<file path="config.mk">
export PLATFORM = sky130hd
export DESIGN_NAME = dlw_sram
export DESIGN_NICKNAME = d
export VERILOG_FILES = /design/src/rtl/dlw_pkg.sv /design/src/rtl/dlw_burst_ctl.sv /design/src/rtl/dlw_write_queue.sv /design/src/rtl/dlw_array.sv /design/src/rtl/dlw_sram.sv
export SDC_FILE = /design/constraint.sdc
export NUM_CORES = 2
export LEC_CHECK = 0
export BUFFER_PORTS_ARGS = -buffer_cell sky130_fd_sc_hd__buf_2
export CAP_MARGIN = 10
export CORE_ASPECT_RATIO = 2
export CORE_MARGIN = 2
export CORE_UTILIZATION = 50
export CTS_BUF_LIST = sky130_fd_sc_hd__clkbuf_8
export DETAILED_ROUTE_END_ITERATION = 10
export PLACE_DENSITY_LB_ADDON = 0.12
export SLEW_MARGIN = 20
export SYNTH_ARGS = -nofsm -noshare
export SYNTH_HDL_FRONTEND = slang
export SYNTH_SLANG_ARGS = --single-unit
</file>
<file path="constraint.sdc">
create_clock -name clk -period 6.65 [get_ports clk]
set_clock_uncertainty 0.2 [all_clocks]
set_input_delay 0.665 -clock clk [delete_from_list [all_inputs] [get_ports clk]]
set_output_delay 0.665 -clock clk [all_outputs]
set_load 0.02 [all_outputs]
</file>
<file path="src/rtl/dlw_pkg.sv">
package dlw_pkg;

  typedef enum logic [1:0] {
    OP_IDLE  = 2'd0,
    OP_READ  = 2'd1,
    OP_WRITE = 2'd2
  } op_e;

  // Linear step of the two-bit burst window, wrapping 3 -> 0.
  function automatic logic [1:0] burst_step(input logic [1:0] lo);
    return lo + 2'd1;
  endfunction

endpackage

</file>
<file path="src/rtl/dlw_burst_ctl.sv">
module dlw_burst_ctl
  import dlw_pkg::*;
#(
  parameter int ADDR_W    = 6,
  parameter int NUM_BYTES = 4,
  parameter int BURST_LEN = 4
) (
  input  logic                 clk,
  input  logic                 rst,
  input  logic                 en,
  input  logic                 we,
  input  logic                 adv,
  input  logic [ADDR_W-1:0]    addr,
  input  logic [NUM_BYTES-1:0] bwe,
  output op_e                  cmd_op,
  output logic [ADDR_W-1:0]    cmd_addr,
  output logic [NUM_BYTES-1:0] cmd_be,
  output logic                 burst_cont
);

  localparam int CW = $clog2(BURST_LEN + 1);
  localparam logic [CW-1:0] LAST = CW'(BURST_LEN);

  logic              act_q;
  logic              wr_q;
  logic [ADDR_W-1:0] cur_q;
  logic [CW-1:0]     cnt_q;
  logic [ADDR_W-1:0] next_addr;

  assign next_addr = {cur_q[ADDR_W-1:2], burst_step(cur_q[1:0])};

  always_comb begin
    cmd_op     = OP_IDLE;
    cmd_addr   = addr;
    cmd_be     = bwe;
    burst_cont = 1'b0;
    if (!adv) begin
      if (en) cmd_op = we ? OP_WRITE : OP_READ;
    end else if (act_q && (cnt_q < LAST)) begin
      cmd_op     = wr_q ? OP_WRITE : OP_READ;
      cmd_addr   = next_addr;
      burst_cont = 1'b1;
    end
  end

  always_ff @(posedge clk) begin
    if (rst) begin
      act_q <= 1'b0;
      wr_q  <= 1'b0;
      cur_q <= '0;
      cnt_q <= '0;
    end else if (!adv) begin
      act_q <= en;
      wr_q  <= we;
      cur_q <= addr;
      cnt_q <= CW'(1);
    end else if (burst_cont) begin
      cur_q <= next_addr;
      cnt_q <= cnt_q + CW'(1);
    end else begin
      act_q <= 1'b0;
    end
  end

endmodule

</file>
<file path="src/rtl/dlw_write_queue.sv">
module dlw_write_queue
  import dlw_pkg::*;
#(
  parameter int ADDR_W    = 6,
  parameter int NUM_BYTES = 4,
  parameter int BYTE_W    = 8
) (
  input  logic                        clk,
  input  logic                        rst,
  input  op_e                         cmd_op,
  input  logic [ADDR_W-1:0]           cmd_addr,
  input  logic [NUM_BYTES-1:0]        cmd_be,
  input  logic [NUM_BYTES*BYTE_W-1:0] dq_in,
  output logic                        arr_we,
  output logic [ADDR_W-1:0]           arr_addr,
  output logic [NUM_BYTES-1:0]        arr_be,
  output logic [NUM_BYTES-1:0]        byp_new,
  output logic [NUM_BYTES-1:0]        byp_old,
  output logic [NUM_BYTES*BYTE_W-1:0] old_data
);

  localparam int DW = NUM_BYTES * BYTE_W;

  // Stage 0: write issued one edge ago; stage 1: two edges ago.
  logic                 s0_v, s1_v;
  logic [ADDR_W-1:0]    s0_a, s1_a;
  logic [NUM_BYTES-1:0] s0_be, s1_be;
  logic [NUM_BYTES-1:0] hit0, hit1;

  generate
    for (genvar i = 0; i < NUM_BYTES; i++) begin : g_match
      assign hit0[i] = s0_v && (s0_a == cmd_addr) && s0_be[i];
      assign hit1[i] = s1_v && (s1_a == cmd_addr) && s1_be[i];
    end
  endgenerate

  always_ff @(posedge clk) begin
    if (rst) begin
      s0_v     <= 1'b0;
      s1_v     <= 1'b0;
      s0_a     <= '0;
      s1_a     <= '0;
      s0_be    <= '0;
      s1_be    <= '0;
      byp_new  <= '0;
      byp_old  <= '0;
      old_data <= '0;
    end else begin
      s0_v  <= (cmd_op == OP_WRITE);
      s0_a  <= cmd_addr;
      s0_be <= cmd_be;
      s1_v  <= s0_v;
      s1_a  <= s0_a;
      s1_be <= s0_be;
      if (cmd_op == OP_READ) begin
        byp_new  <= hit0;
        byp_old  <= hit1;
        old_data <= dq_in;
      end else begin
        byp_new  <= '0;
        byp_old  <= '0;
        old_data <= DW'(0);
      end
    end
  end

  assign arr_we   = s1_v;
  assign arr_addr = s1_a;
  assign arr_be   = s1_be;

endmodule

</file>
<file path="src/rtl/dlw_array.sv">
module dlw_array #(
  parameter int ADDR_W    = 6,
  parameter int NUM_BYTES = 4,
  parameter int BYTE_W    = 8
) (
  input  logic                        clk,
  input  logic                        we,
  input  logic [ADDR_W-1:0]           waddr,
  input  logic [NUM_BYTES-1:0]        wbe,
  input  logic [NUM_BYTES*BYTE_W-1:0] wdata,
  input  logic [ADDR_W-1:0]           raddr,
  output logic [NUM_BYTES*BYTE_W-1:0] rdata
);

  localparam int DEPTH = 1 << ADDR_W;

  generate
    for (genvar i = 0; i < NUM_BYTES; i++) begin : g_lane
      logic [BYTE_W-1:0] mem [DEPTH];
      always_ff @(posedge clk) begin
        if (we && wbe[i]) mem[waddr] <= wdata[i*BYTE_W +: BYTE_W];
        rdata[i*BYTE_W +: BYTE_W] <= mem[raddr];
      end
    end
  endgenerate

endmodule

</file>
<file path="src/rtl/dlw_sram.sv">
module dlw_sram
  import dlw_pkg::*;
#(
  parameter int ADDR_W    = 6,
  parameter int NUM_BYTES = 4,
  parameter int BYTE_W    = 8,
  parameter int BURST_LEN = 4
) (
  input  logic                        clk,
  input  logic                        rst,
  input  logic                        en,
  input  logic                        we,
  input  logic                        adv,
  input  logic [ADDR_W-1:0]           addr,
  input  logic [NUM_BYTES-1:0]        bwe,
  input  logic [NUM_BYTES*BYTE_W-1:0] dq_in,
  output logic [NUM_BYTES*BYTE_W-1:0] dq_out,
  output logic                        dq_oe
);

  localparam int DW = NUM_BYTES * BYTE_W;

  op_e                  cmd_op;
  logic [ADDR_W-1:0]    cmd_addr;
  logic [NUM_BYTES-1:0] cmd_be;
  logic                 burst_cont;
  logic                 cmd_rd, cmd_wr;
  logic                 arr_we;
  logic [ADDR_W-1:0]    arr_addr;
  logic [NUM_BYTES-1:0] arr_be;
  logic [NUM_BYTES-1:0] byp_new, byp_old;
  logic [DW-1:0]        old_data;
  logic [DW-1:0]        mem_q;
  logic [DW-1:0]        merged;
  logic                 rd_v1;

  assign cmd_rd = (cmd_op == OP_READ);
  assign cmd_wr = (cmd_op == OP_WRITE);

  dlw_burst_ctl #(
    .ADDR_W(ADDR_W), .NUM_BYTES(NUM_BYTES), .BURST_LEN(BURST_LEN)
  ) u_ctl (
    .clk(clk), .rst(rst), .en(en), .we(we), .adv(adv), .addr(addr), .bwe(bwe),
    .cmd_op(cmd_op), .cmd_addr(cmd_addr), .cmd_be(cmd_be), .burst_cont(burst_cont)
  );

  dlw_write_queue #(
    .ADDR_W(ADDR_W), .NUM_BYTES(NUM_BYTES), .BYTE_W(BYTE_W)
  ) u_wq (
    .clk(clk), .rst(rst), .cmd_op(cmd_op), .cmd_addr(cmd_addr), .cmd_be(cmd_be),
    .dq_in(dq_in), .arr_we(arr_we), .arr_addr(arr_addr), .arr_be(arr_be),
    .byp_new(byp_new), .byp_old(byp_old), .old_data(old_data)
  );

  dlw_array #(
    .ADDR_W(ADDR_W), .NUM_BYTES(NUM_BYTES), .BYTE_W(BYTE_W)
  ) u_arr (
    .clk(clk), .we(arr_we), .waddr(arr_addr), .wbe(arr_be), .wdata(dq_in),
    .raddr(cmd_addr), .rdata(mem_q)
  );

  // Newest source wins per lane: write issued one edge before the read
  // (its data is on dq_in now), then two edges before, then the array.
  generate
    for (genvar i = 0; i < NUM_BYTES; i++) begin : g_merge
      always_comb begin
        if (byp_new[i])
          merged[i*BYTE_W +: BYTE_W] = dq_in[i*BYTE_W +: BYTE_W];
        else if (byp_old[i])
          merged[i*BYTE_W +: BYTE_W] = old_data[i*BYTE_W +: BYTE_W];
        else
          merged[i*BYTE_W +: BYTE_W] = mem_q[i*BYTE_W +: BYTE_W];
      end
    end
  endgenerate

  always_ff @(posedge clk) begin
    if (rst) begin
      rd_v1  <= 1'b0;
      dq_oe  <= 1'b0;
      dq_out <= '0;
    end else begin
      rd_v1  <= cmd_rd;
      dq_oe  <= rd_v1;
      dq_out <= rd_v1 ? merged : DW'(0);
    end
  end

endmodule

</file>
==> run summary <==
The number of max-slew violations in the final report is 0. Setup repair after global routing left no endpoint under its margin. The startpoint identified for the worst register-to-register timing path is u_ctl.cnt_q[2]. The synthesized netlist devotes 0.01496% of its cell area to adder and majority cells. The HPWL reported at the end of detailed placement came out at 156700 µm. The total clock buffers created by CTS came out at 299.

The final critical path takes up 70.76% of the cycle. TritonCTS built the clock tree. The total core area came out at 166600 µm². The leakage power total came out at 29.99 nW. In the final routed layout, each cell accounts on average for 32.12 µm. The number of global-route vias before repair came out at 47.99k.

The power density over cell area came out at 286.8 nW/µm². The post-cts sizing count came out at 0. The hold slack is 0.09306 ns. The horizontal die dimension came out at 293.2 µm. The synthesized netlist cell count is 5248. The leading register cell type out of synthesis is edfxtp_1. The setup slack of the most critical reg-to-reg path is 2.27 ns. The worst register-to-register path ends at u_arr.rdata[21]. The clock-pin slew on the worst setup and hold paths is ~0.07 ns. Entering global routing, the biggest net connects between 100 and 150 pins. The run finished with clean final reports. The highest ir drop seen on vdd is 0.1460 mV.

The first-pass GRT wire length is 348900 µm. The initial core utilization is around 50%. Max-cap violations in this run came to 0. The actual transition at the worst max-transition pin is 1.276 ns. The main combinational cell family by area after synthesis is simple AND/OR/NAND/NOR gates. The data arrival time of the critical path came out at 5.36 ns. The number of placed I/O pins came out at 80. The sink count of the clock tree came out at between 2k and 2.5k. The die covers 170700 µm².

Relative to the synthesized area, the layout overhead comes to 9.979%. The deepest level of the CTS H-tree is 5. The clock passes through at most 4 buffers. Based on the critical path, the design can be clocked at up to approximately 0.21 GHz. The compound-cell area share of the yosys netlist is under 10%.

The detailed-route via count is 47.78k. The startpoint identified for the worst hold timing path is dq_in[15]. The filler cell count came out at 13.24k. The share of layout cells above drive strength 1 is roughly an eighth. The synthesis warning total is 0. Of all nets on the critical path, the largest fanout is 36. The mux contribution to synthesized area came out at between 6 and 7%. The number of buffer cells added on primary ports came out at 79. After detailed routing, the number of remaining DRC violations is 0.

The core occupancy in the finished layout came out at 55.22%. Global routing used 29.09% of the available tracks. The hold-critical path endpoint is u_arr.g_lane[1].mem[31][7]. The remaining antenna violation count came out at 0. The total overflow left after global routing is 0.

STA classifies the critical path endpoint as a flip-flop. The synthesized netlist devotes 7.854% of its cell area to simple gates. The summed negative setup slack over all endpoints is 0 ns.

The number of flip-flops and latches in the synthesized netlist is between 2k and 2.5k. The number of cells on the worst reg-to-reg path came out at 11. The routed wire length came out at 249900 µm. Summing the areas of all xor and xnor instances in the mapped netlist gives 0.1676% of the synthesized area. Counting instances, the worst hold path has a depth of 1. The later-pin clock latency in the skew report came out at 0.92 ns. The top-area cell type share of the netlist area came out at 73.54%. The die is 582.4 µm tall. The row count is 212. The net count after synthesis is 5296. Summing every instance area after synthesis gives 83630 µm². The final number of hold-violating endpoints was 0. STA classifies the critical path startpoint as an input pin. The time the final worst path needs with I/O delays and setup came out at 4.706 ns. In the routed layout, each cell is associated on average with a via count of slightly above 6. By area the synthesized netlist is led by edfxtp_1 74%, mux2i_1 3.6%, mux4_2 3.4%. The worst setup path is of the in2reg kind. The setup-violating endpoint count in the final report came out at 0. The share of async-settable or async-resettable flops after synthesis is 0%. The required arrival time at the worst endpoint is between 7 and 8 ns. The tree is rooted in a clkbuf_8. After synthesis, flip-flops and latches occupy 76.86% of the total area. The final-stage net count is between 5k and 6k. After synthesis, the netlist uses 43 different library cells.

The min-delay analysis places its worst path in the category in2reg. The worst relative slew slack is 14.76%. The detailed-router iteration count before antenna repair is 6. The initial antenna violation count came to 14. Routability-driven placement finished with a final weighted congestion of 0.8694. After synthesis, the mean cell area works out to approximately 16 µm². The number of enable flip-flop cells after synthesis is 2048. For this block, the initial DRC count from the detailed router was 5178. edfxtp_1 takes more of the synthesized area than any other cell.
[cells in the final DEF, fill, tap and decap left out, types with 13 or more instances in the layout]
master	instances
a21oi_1	166
a22oi_1	255
and2_1	32
and3_1	38
buf_12	16
buf_2	79
buf_4	84
clkbuf_8	322
clkinv_1	49
clkinv_2	40
dfxtp_1	139
diode_2	14
dlygate4sd3_1	20
edfxtp_1	2048
inv_1	97
mux2i_1	296
mux4_2	125
nand2_1	600
nand2_2	13
nand3_1	267
nand4_1	69
nor2_1	413
nor2b_1	16
nor4_1	33
o211ai_1	255
o22ai_1	63
xnor2_1	14
[where the power goes]
group	internal [mW]	switching (mW)
sequential	15.1	0.0784
combinational	0.468	1.15
clock	4.59	5.00
total	20.1	6.23
[kinds of logic (layout without fill, tap and decap cells)]
logic type / after synthesis / after routing
AO/OA/AOI/OAI: 759 / 759
XOR/XNOR: 16 / 16
adder cells (fa/ha/maj): 1 / 1
buffers and inverters: 349 / 727
flip-flops: 2187 / 2187
multiplexers: 427 / 427
other: 0 / 14
AND/OR/NAND/NOR: 1509 / 1509
[worst max-delay path, cell delays in order]
cell           delay (ns)
dlygate4sd3_1        0.56
buf_2                0.38
nand3b_1             0.12
buf_4                0.34
a21oi_4              0.91
buf_12               0.31
buf_4                0.40
buf_4                0.28
nand2_1              0.07
nand3_1              0.10
a21oi_1              0.13
nor4_2               0.76
and3_1               0.26
[sequential cells by signal, summed over array words and instances (netlist names), 3 cells and up]
| register | count |
|---|---|
| dq_out | 32 |
| u_arr.g_lane.mem | 2048 |
| u_arr.rdata | 32 |
| u_ctl.cnt_q | 3 |
| u_ctl.cur_q | 6 |
| u_wq.arr_addr | 6 |
| u_wq.arr_be | 4 |
| u_wq.byp_new | 4 |
| u_wq.byp_old | 4 |
| u_wq.old_data | 32 |
| u_wq.s0_a | 6 |
| u_wq.s0_be | 4 |
[metrics by stage]
step	total power, mW	instances	setup slack [ns]	area (µm²)
after global placement	17.05	7224	1.429	86330
final	26.38	7780	1.944	91980
after detailed placement	17.07	7227	1.376	86370
after floorplan	16.28	5248	3.863	83630
after CTS	26.50	7766	1.767	91930
after global routing	27.10	7769	1.827	91950
[worst max path at each step]
stage                     from         endpoint  slack [ns]  cells after the start
after floorplan            adv   u_arr.rdata[0]        3.86                     10
after global routing       adv  u_arr.rdata[21]        1.83                     13
after global placement     adv  u_arr.rdata[21]        1.43                     12
after CTS                  adv  u_arr.rdata[21]        1.77                     13
after detailed placement   adv  u_arr.rdata[21]        1.38                     12
final                      adv  u_arr.rdata[21]        1.94                     13
[per-layer routing]
metal | GRT usage, % | part of all wire [%] | vias up
met5 | 0 | 0.0052 | -
met4 | 20.46 | 7.9 | 2
met3 | 4.666 | 6.5 | 573
met2 | 49.98 | 51 | 2146
met1 | 33.10 | 35 | 24420
li1 | - | - | 20630
[Yosys cell counts (6+ instances only)]
master and count:
edfxtp_1 2048, nand2_1 613, nor2_1 414, mux2i_1 299
nand3_1 267, a22oi_1 255, o211ai_1 255, clkbuf_1 217
a21oi_1 166, dfxtp_1 139, mux4_2 125, nand4_1 69
buf_2 63, o22ai_1 63, and3_1 38, buf_4 35
nor4_1 34, and2_1 32, buf_1 22, nor2b_1 16
xnor2_1 14, nand2b_1 9, o31ai_1 7, buf_6 6
inv_1 6, nor3b_1 6
[layout make-up]
| cell class | instances | area [µm²] | share of cell area, % |
|---|---|---|---|
| multi-input combinational | 2712 | 18010 | 19.58 |
| inverter | 6 | 22.52 | 0.02449 |
| sequential | 2187 | 64280 | 69.89 |
| tap | 2140 | 2678 | 2.911 |
| antenna | 14 | 35.03 | 0.03809 |
| clock buffer | 322 | 4432 | 4.818 |
| clock inverter | 197 | 927.1 | 1.008 |
| timing repair buffer | 202 | 1588 | 1.726 |
[timing repair]
item / in CTS / in global routing
hold endpoints to repair: 37 / 0
hold buffers: 20 / 0
setup buffers: 0 / 0
No activity file was read; power rests on OpenSTA's default activity.
